File: src/rtl/rdc_pkg.sv
package rdc_pkg;

    typedef enum logic [1:0] {
        ST_IDLE   = 2'd0,
        ST_SELECT = 2'd1,
        ST_STROBE = 2'd2,
        ST_FLOAT  = 2'd3
    } rdc_state_e;

    // Round a time in ns up to whole clock cycles, never below one cycle.
    function automatic int ns_to_cycles(input int t_ns, input int clk_ns);
        int c;
        c = (t_ns + clk_ns - 1) / clk_ns;
        return (c < 1) ? 1 : c;
    endfunction

    function automatic int max3(input int a, input int b, input int c);
        int m;
        m = (a > b) ? a : b;
        return (m > c) ? m : c;
    endfunction

endpackage

File: src/rtl/rdc_timer.sv
module rdc_timer #(
    parameter int CNT_W = 4
) (
    input  logic             clk,
    input  logic             rst_n,
    input  logic             load,
    input  logic [CNT_W-1:0] load_val,
    output logic             done
);
    logic [CNT_W-1:0] cnt_q;

    always_ff @(posedge clk or negedge rst_n) begin
        if (!rst_n) begin
            cnt_q <= '0;
        end else if (load) begin
            cnt_q <= load_val;
        end else if (cnt_q != '0) begin
            cnt_q <= cnt_q - 1'b1;
        end
    end

    assign done = (cnt_q == '0);
endmodule

File: src/rtl/rdc_cs_decode.sv
module rdc_cs_decode #(
    parameter int SEL_W = 2,
    localparam int NDEV = 1 << SEL_W
) (
    input  logic             en,
    input  logic [SEL_W-1:0] sel,
    output logic [NDEV-1:0]  ce_n
);
    for (genvar i = 0; i < NDEV; i++) begin : g_dev
        assign ce_n[i] = !(en && (sel == SEL_W'(i)));
    end
endmodule

File: src/rtl/rdc_seq.sv
module rdc_seq
    import rdc_pkg::*;
#(
    parameter int CNT_W    = 4,
    parameter int LEAD_CYC = 5,
    parameter int OE_CYC   = 7,
    parameter int DF_CYC   = 5
) (
    input  logic             clk,
    input  logic             rst_n,
    input  logic             req,
    input  logic             tmr_done,
    output logic             accept,
    output logic             capture,
    output logic             busy,
    output logic             ce_en,
    output logic             oe_n,
    output logic             tmr_load,
    output logic [CNT_W-1:0] tmr_val
);
    localparam logic [CNT_W-1:0] LEAD_LD = CNT_W'(LEAD_CYC - 1);
    localparam logic [CNT_W-1:0] OE_LD   = CNT_W'(OE_CYC - 1);
    localparam logic [CNT_W-1:0] DF_LD   = CNT_W'(DF_CYC - 1);

    rdc_state_e state_q, state_d;

    // State register
    always_ff @(posedge clk or negedge rst_n) begin
        if (!rst_n) begin
            state_q <= ST_IDLE;
        end else begin
            state_q <= state_d;
        end
    end

    // Next state, transition events and outputs
    always_comb begin
        state_d  = state_q;
        accept   = 1'b0;
        capture  = 1'b0;
        tmr_load = 1'b0;
        tmr_val  = '0;
        busy     = 1'b1;
        ce_en    = 1'b0;
        oe_n     = 1'b1;
        unique case (state_q)
            ST_IDLE: begin
                busy = 1'b0;
                if (req) begin
                    accept   = 1'b1;
                    tmr_load = 1'b1;
                    tmr_val  = LEAD_LD;
                    state_d  = ST_SELECT;
                end
            end
            ST_SELECT: begin
                ce_en = 1'b1;
                if (tmr_done) begin
                    tmr_load = 1'b1;
                    tmr_val  = OE_LD;
                    state_d  = ST_STROBE;
                end
            end
            ST_STROBE: begin
                ce_en = 1'b1;
                oe_n  = 1'b0;
                if (tmr_done) begin
                    capture  = 1'b1;
                    tmr_load = 1'b1;
                    tmr_val  = DF_LD;
                    state_d  = ST_FLOAT;
                end
            end
            ST_FLOAT: begin
                if (tmr_done) begin
                    state_d = ST_IDLE;
                end
            end
        endcase
    end
endmodule

File: src/rtl/rdc_strobe_ctrl.sv
module rdc_strobe_ctrl
    import rdc_pkg::*;
#(
    parameter int ADDR_W = 16,
    parameter int SEL_W  = 2,
    parameter int DATA_W = 8,
    parameter int CLK_NS = 4,
    parameter int ACC_NS = 45,
    parameter int OE_NS  = 25,
    parameter int DF_NS  = 17,
    localparam int NDEV   = 1 << SEL_W,
    localparam int FULL_W = ADDR_W + SEL_W
) (
    input  logic              clk,
    input  logic              rst_n,
    input  logic              req,
    input  logic [FULL_W-1:0] req_addr,
    output logic              busy,
    output logic              rd_valid,
    output logic [DATA_W-1:0] rd_data,
    output logic [ADDR_W-1:0] mem_addr,
    output logic [NDEV-1:0]   mem_ce_n,
    output logic              mem_oe_n,
    input  logic [DATA_W-1:0] mem_dq
);
    localparam int ACC_CYC  = ns_to_cycles(ACC_NS, CLK_NS);
    localparam int OE_CYC   = ns_to_cycles(OE_NS, CLK_NS);
    localparam int DF_CYC   = ns_to_cycles(DF_NS, CLK_NS);
    localparam int LEAD_CYC = (ACC_CYC > OE_CYC) ? (ACC_CYC - OE_CYC) : 1;
    localparam int CNT_W    = $clog2(max3(LEAD_CYC, OE_CYC, DF_CYC) + 1);

    logic             accept;
    logic             capture;
    logic             ce_en;
    logic             tmr_load;
    logic             tmr_done;
    logic [CNT_W-1:0] tmr_val;
    logic [SEL_W-1:0] dev_q;
    logic [ADDR_W-1:0] addr_q;

    rdc_seq #(
        .CNT_W    (CNT_W),
        .LEAD_CYC (LEAD_CYC),
        .OE_CYC   (OE_CYC),
        .DF_CYC   (DF_CYC)
    ) u_seq (
        .clk      (clk),
        .rst_n    (rst_n),
        .req      (req),
        .tmr_done (tmr_done),
        .accept   (accept),
        .capture  (capture),
        .busy     (busy),
        .ce_en    (ce_en),
        .oe_n     (mem_oe_n),
        .tmr_load (tmr_load),
        .tmr_val  (tmr_val)
    );

    rdc_timer #(
        .CNT_W (CNT_W)
    ) u_timer (
        .clk      (clk),
        .rst_n    (rst_n),
        .load     (tmr_load),
        .load_val (tmr_val),
        .done     (tmr_done)
    );

    rdc_cs_decode #(
        .SEL_W (SEL_W)
    ) u_dec (
        .en   (ce_en),
        .sel  (dev_q),
        .ce_n (mem_ce_n)
    );

    // Request latch: address and device index held for the whole cycle
    always_ff @(posedge clk or negedge rst_n) begin
        if (!rst_n) begin
            dev_q  <= '0;
            addr_q <= '0;
        end else if (accept) begin
            dev_q  <= req_addr[FULL_W-1:ADDR_W];
            addr_q <= req_addr[ADDR_W-1:0];
        end
    end

    assign mem_addr = addr_q;

    // Data capture and valid pulse
    always_ff @(posedge clk or negedge rst_n) begin
        if (!rst_n) begin
            rd_valid <= 1'b0;
            rd_data  <= '0;
        end else begin
            rd_valid <= capture;
            if (capture) begin
                rd_data <= mem_dq;
            end
        end
    end
endmodule

File: config.mk
export PLATFORM = sky130hd
export DESIGN_NAME = rdc_strobe_ctrl
export DESIGN_NICKNAME = d
export VERILOG_FILES = /design/src/rtl/rdc_pkg.sv /design/src/rtl/rdc_timer.sv /design/src/rtl/rdc_cs_decode.sv /design/src/rtl/rdc_seq.sv /design/src/rtl/rdc_strobe_ctrl.sv
export SDC_FILE = /design/constraint.sdc
export NUM_CORES = 1
export LEC_CHECK = 0
export ABC_AREA = 1
export BUFFER_PORTS_ARGS = -buffer_cell sky130_fd_sc_hd__buf_2
export CORE_MARGIN = 2
export CORE_UTILIZATION = 30
export DETAILED_ROUTE_END_ITERATION = 8
export SYNTH_ARGS = -nofsm -noshare
export SYNTH_HDL_FRONTEND = slang
export SYNTH_SLANG_ARGS = --single-unit
File: constraint.sdc
create_clock -name clk -period 2.24 [get_ports clk]
set_input_delay 0.112 -clock clk [delete_from_list [all_inputs] [get_ports clk]]
set_output_delay 0.112 -clock clk [all_outputs]
set_load 0.05 [all_outputs]
==> reports/qor.yml <==
cts_buffers: 5
reg2reg_to: "mem_addr[15]$_DFFE_PN0P_"
grt_pass1_wl_um: 4970
critical_path.startpoint: "u_seq.state_q[0]$_DFFE_PN0P_"
preCtsSetupSlack_ns: 0.579
cts.clk_slew.worst_paths_ns: 0.07
post-route-period-util_pct: 73.8
clockRootBuffer: "clkbuf_8"
dieArea_mm2: 0.00555
async_flop_share_pct: 100
relSlewSlack_pct: 52.1
antenna_found_initial: 0
ff2ff_setup_slack_ns: 0.59
finalSetupViolations: 0
grt_pass1_vias: 1088
multi_input_area_um2: 611
syn-cell-area_mm2: 0.00149
grt_max_degree: 33
ios: 60
fillers: 486
cp_max_fo: 6
avgRoutedWirePerCell_um: 11.6
antenna_cells: 0
synth_flop_cell: "dfrtp_1"
clkLatencyLatePin_ns: 0.28
fin_worst_skew_ns: 0.00276
ys_ff_latch: 32
crit_chain: "inv_1, ha_1, nand3_1, buf_2"
cts_setup_buffers: 0
synth_cell_types: 20
dr.pass1.iters: 4
hold_viol_final: 0
synth_edf_count: 0
reg2regPathDepth: 5
synthesis.instances: 133
top_layer: "met4"
areaGrowthSynthToFinish_pct: 33.1
rsz0062_at_grt: "no"
synth.avg_cell_area_um2: 11.2
fin_tns_setup_ns: 0
fin_nets: 234
ant_nets: 0
cts.sinks: 32
post_cts_resized: 0
initial_core_util_pct: 31.4
crit_path_start_kind: "register"
viasPerCell: 4.11
status: "finished, final reports clean"
port_buffers: 59
drive_above_1_share_pct: 47.5
h-tree-depth: 2
dp_hpwl_um: 2300
period_minus_slack_ns: 1.65
wirelength_um: 3090
clockBufferDepth: 2
ys_seq_area_share_pct: 53.7
cp-end-kind: "primary output"
synth_nets: 168
holdPathStages: 3
critPathSlowestCell: "dfrtp_1"
regArea_um2: 801
fmax_mhz: 605
fin_ws_ns: 0.587
dieHeight_um: 74.5
reg2reg_from: "u_seq.state_q[0]$_DFFE_PN0P_"
hold_class: "in2reg"
dr_wl_met3_um: 171
whs_ns: 0.0181
met2_length_um: 1530
die-width_um: 74.5
critPathKind: "reg2out"
critical-path-max-stage-delay_ns: 0.40
overflow: 0
crit_arrival_ns: 1.54
cts_tree: "yes"
fp-row-count: 25
yosys_warnings: 0
max-cap-violations: 0
slew_viol_final: 0
hold_end: "rd_data[3]$_DFFE_PN0P_"
num_vias: 1098
grt_usage_pct: 12.2
core_region_area_mm2: 0.00475
m1WireLength_um: 1320
drtIter0Drc: 38
worst_slew_pin_slew_ns: 0.719
drc: 0
worstPathRequired_ns: 2.13
gp_congestion: 0.798
min_from: "mem_dq[3]"
[kinds of logic after synthesis]
group	count (synthesis)	share of synthesized area [%]
and+or+nand+nor	53	16.0
DFF	32	53.7
buffers and inverters	17	5.37
muxes	16	15.9
AOI/OAI and AO/OA	8	3.44
adders and majority gates	6	5.03
xor gates and xnor gates	1	0.587
[repair_timing]
item | in CTS | in global routing
hold endpoints to repair | 32 | 0
endpoints found under the setup margin | 0 | 0
hold buffers | 1 | 0
[critical path, delay by kind of cell, from the launching register on]
kind	cells	cell delay, ns
adders and majority gates	1	0.39
buffers and inverters	2	0.35
DFF	1	0.40
and+or+nand+nor	1	0.11
[layout make-up]
cell class	instances	share of cell area, %
sequential	32	40.3
multi-input combinational	84	30.7
timing repair buffer	61	16.4
tap	67	4.22
clock buffer	6	3.65
inverter	15	2.90
clock inverter	2	1.76
[state kept, by name, indices dropped and copies added (netlist names)]
| register | count |
|---|---|
| rd_data | 8 |
| dev_q | 2 |
| rd_valid | 1 |
| mem_addr | 16 |
| u_timer.cnt_q | 3 |
| u_seq.state_q | 2 |
[synthesized netlist by cell type, types with 2 or more instances]
cell type,count,area [µm²]
a21oi_1,3,15.0
buf_6,2,22.5
dfrtp_1,32,801
ha_1,6,75.1
inv_1,12,45.0
inv_2,2,7.51
mux2_4,15,225
nand2_1,35,131
nand2_2,2,12.5
nand3_1,6,30.0
nand3_2,2,20.0
nor2_1,6,22.5
o21ai_1,2,10.0
o21ai_2,2,17.5
[per-layer routing]
| metal | vias up | global-route usage (%) |
|---|---|---|
| met5 | - | 0 |
| met4 | 0 | 7.74 |
| met3 | 7 | 3.12 |
| met2 | 33 | 18.6 |
| met1 | 504 | 15.5 |
| li1 | 554 | - |
[metrics by stage]
stage                     std cells  util [%]  instance area (µm²)
final                           267      41.8                 1990
after global routing            267      41.8                 1990
after CTS                       267      41.8                 1990
after detailed placement        258      39.3                 1870
after global placement          258      39.3                 1870
after floorplan                 133         -                 1490
[how the worst max path moves through the flow]
stage / to / slack, ns / depth (start not counted)
floorplan: u_seq.state_q[0]$_DFFE_PN0P_ / 0.75 / 8
global placement: mem_addr[15]$_DFFE_PN0P_ / 0.67 / 5
detailed placement: mem_addr[15]$_DFFE_PN0P_ / 0.58 / 5
CTS: mem_ce_n[0] / 0.58 / 4
global route: mem_addr[15]$_DFFE_PN0P_ / 0.51 / 5
finish: mem_ce_n[0] / 0.59 / 4
[placed cells by master, fill, tap and decap left out, types with 2 or more instances in the layout]
cell type,count
o21ai_2,2
o21ai_1,2
nand2_2,2
ha_1,6
nor2_1,6
nand3_2,2
inv_1,12
buf_2,59
clkbuf_8,5
mux2_4,15
nand3_1,6
nand2_1,35
inv_2,2
clkinv_2,2
dfrtp_1,32
a21oi_1,3
Power is left out: the tool's default activity adds up to more than one toggle a clock period on the data nets, which glitch-free logic cannot reach.
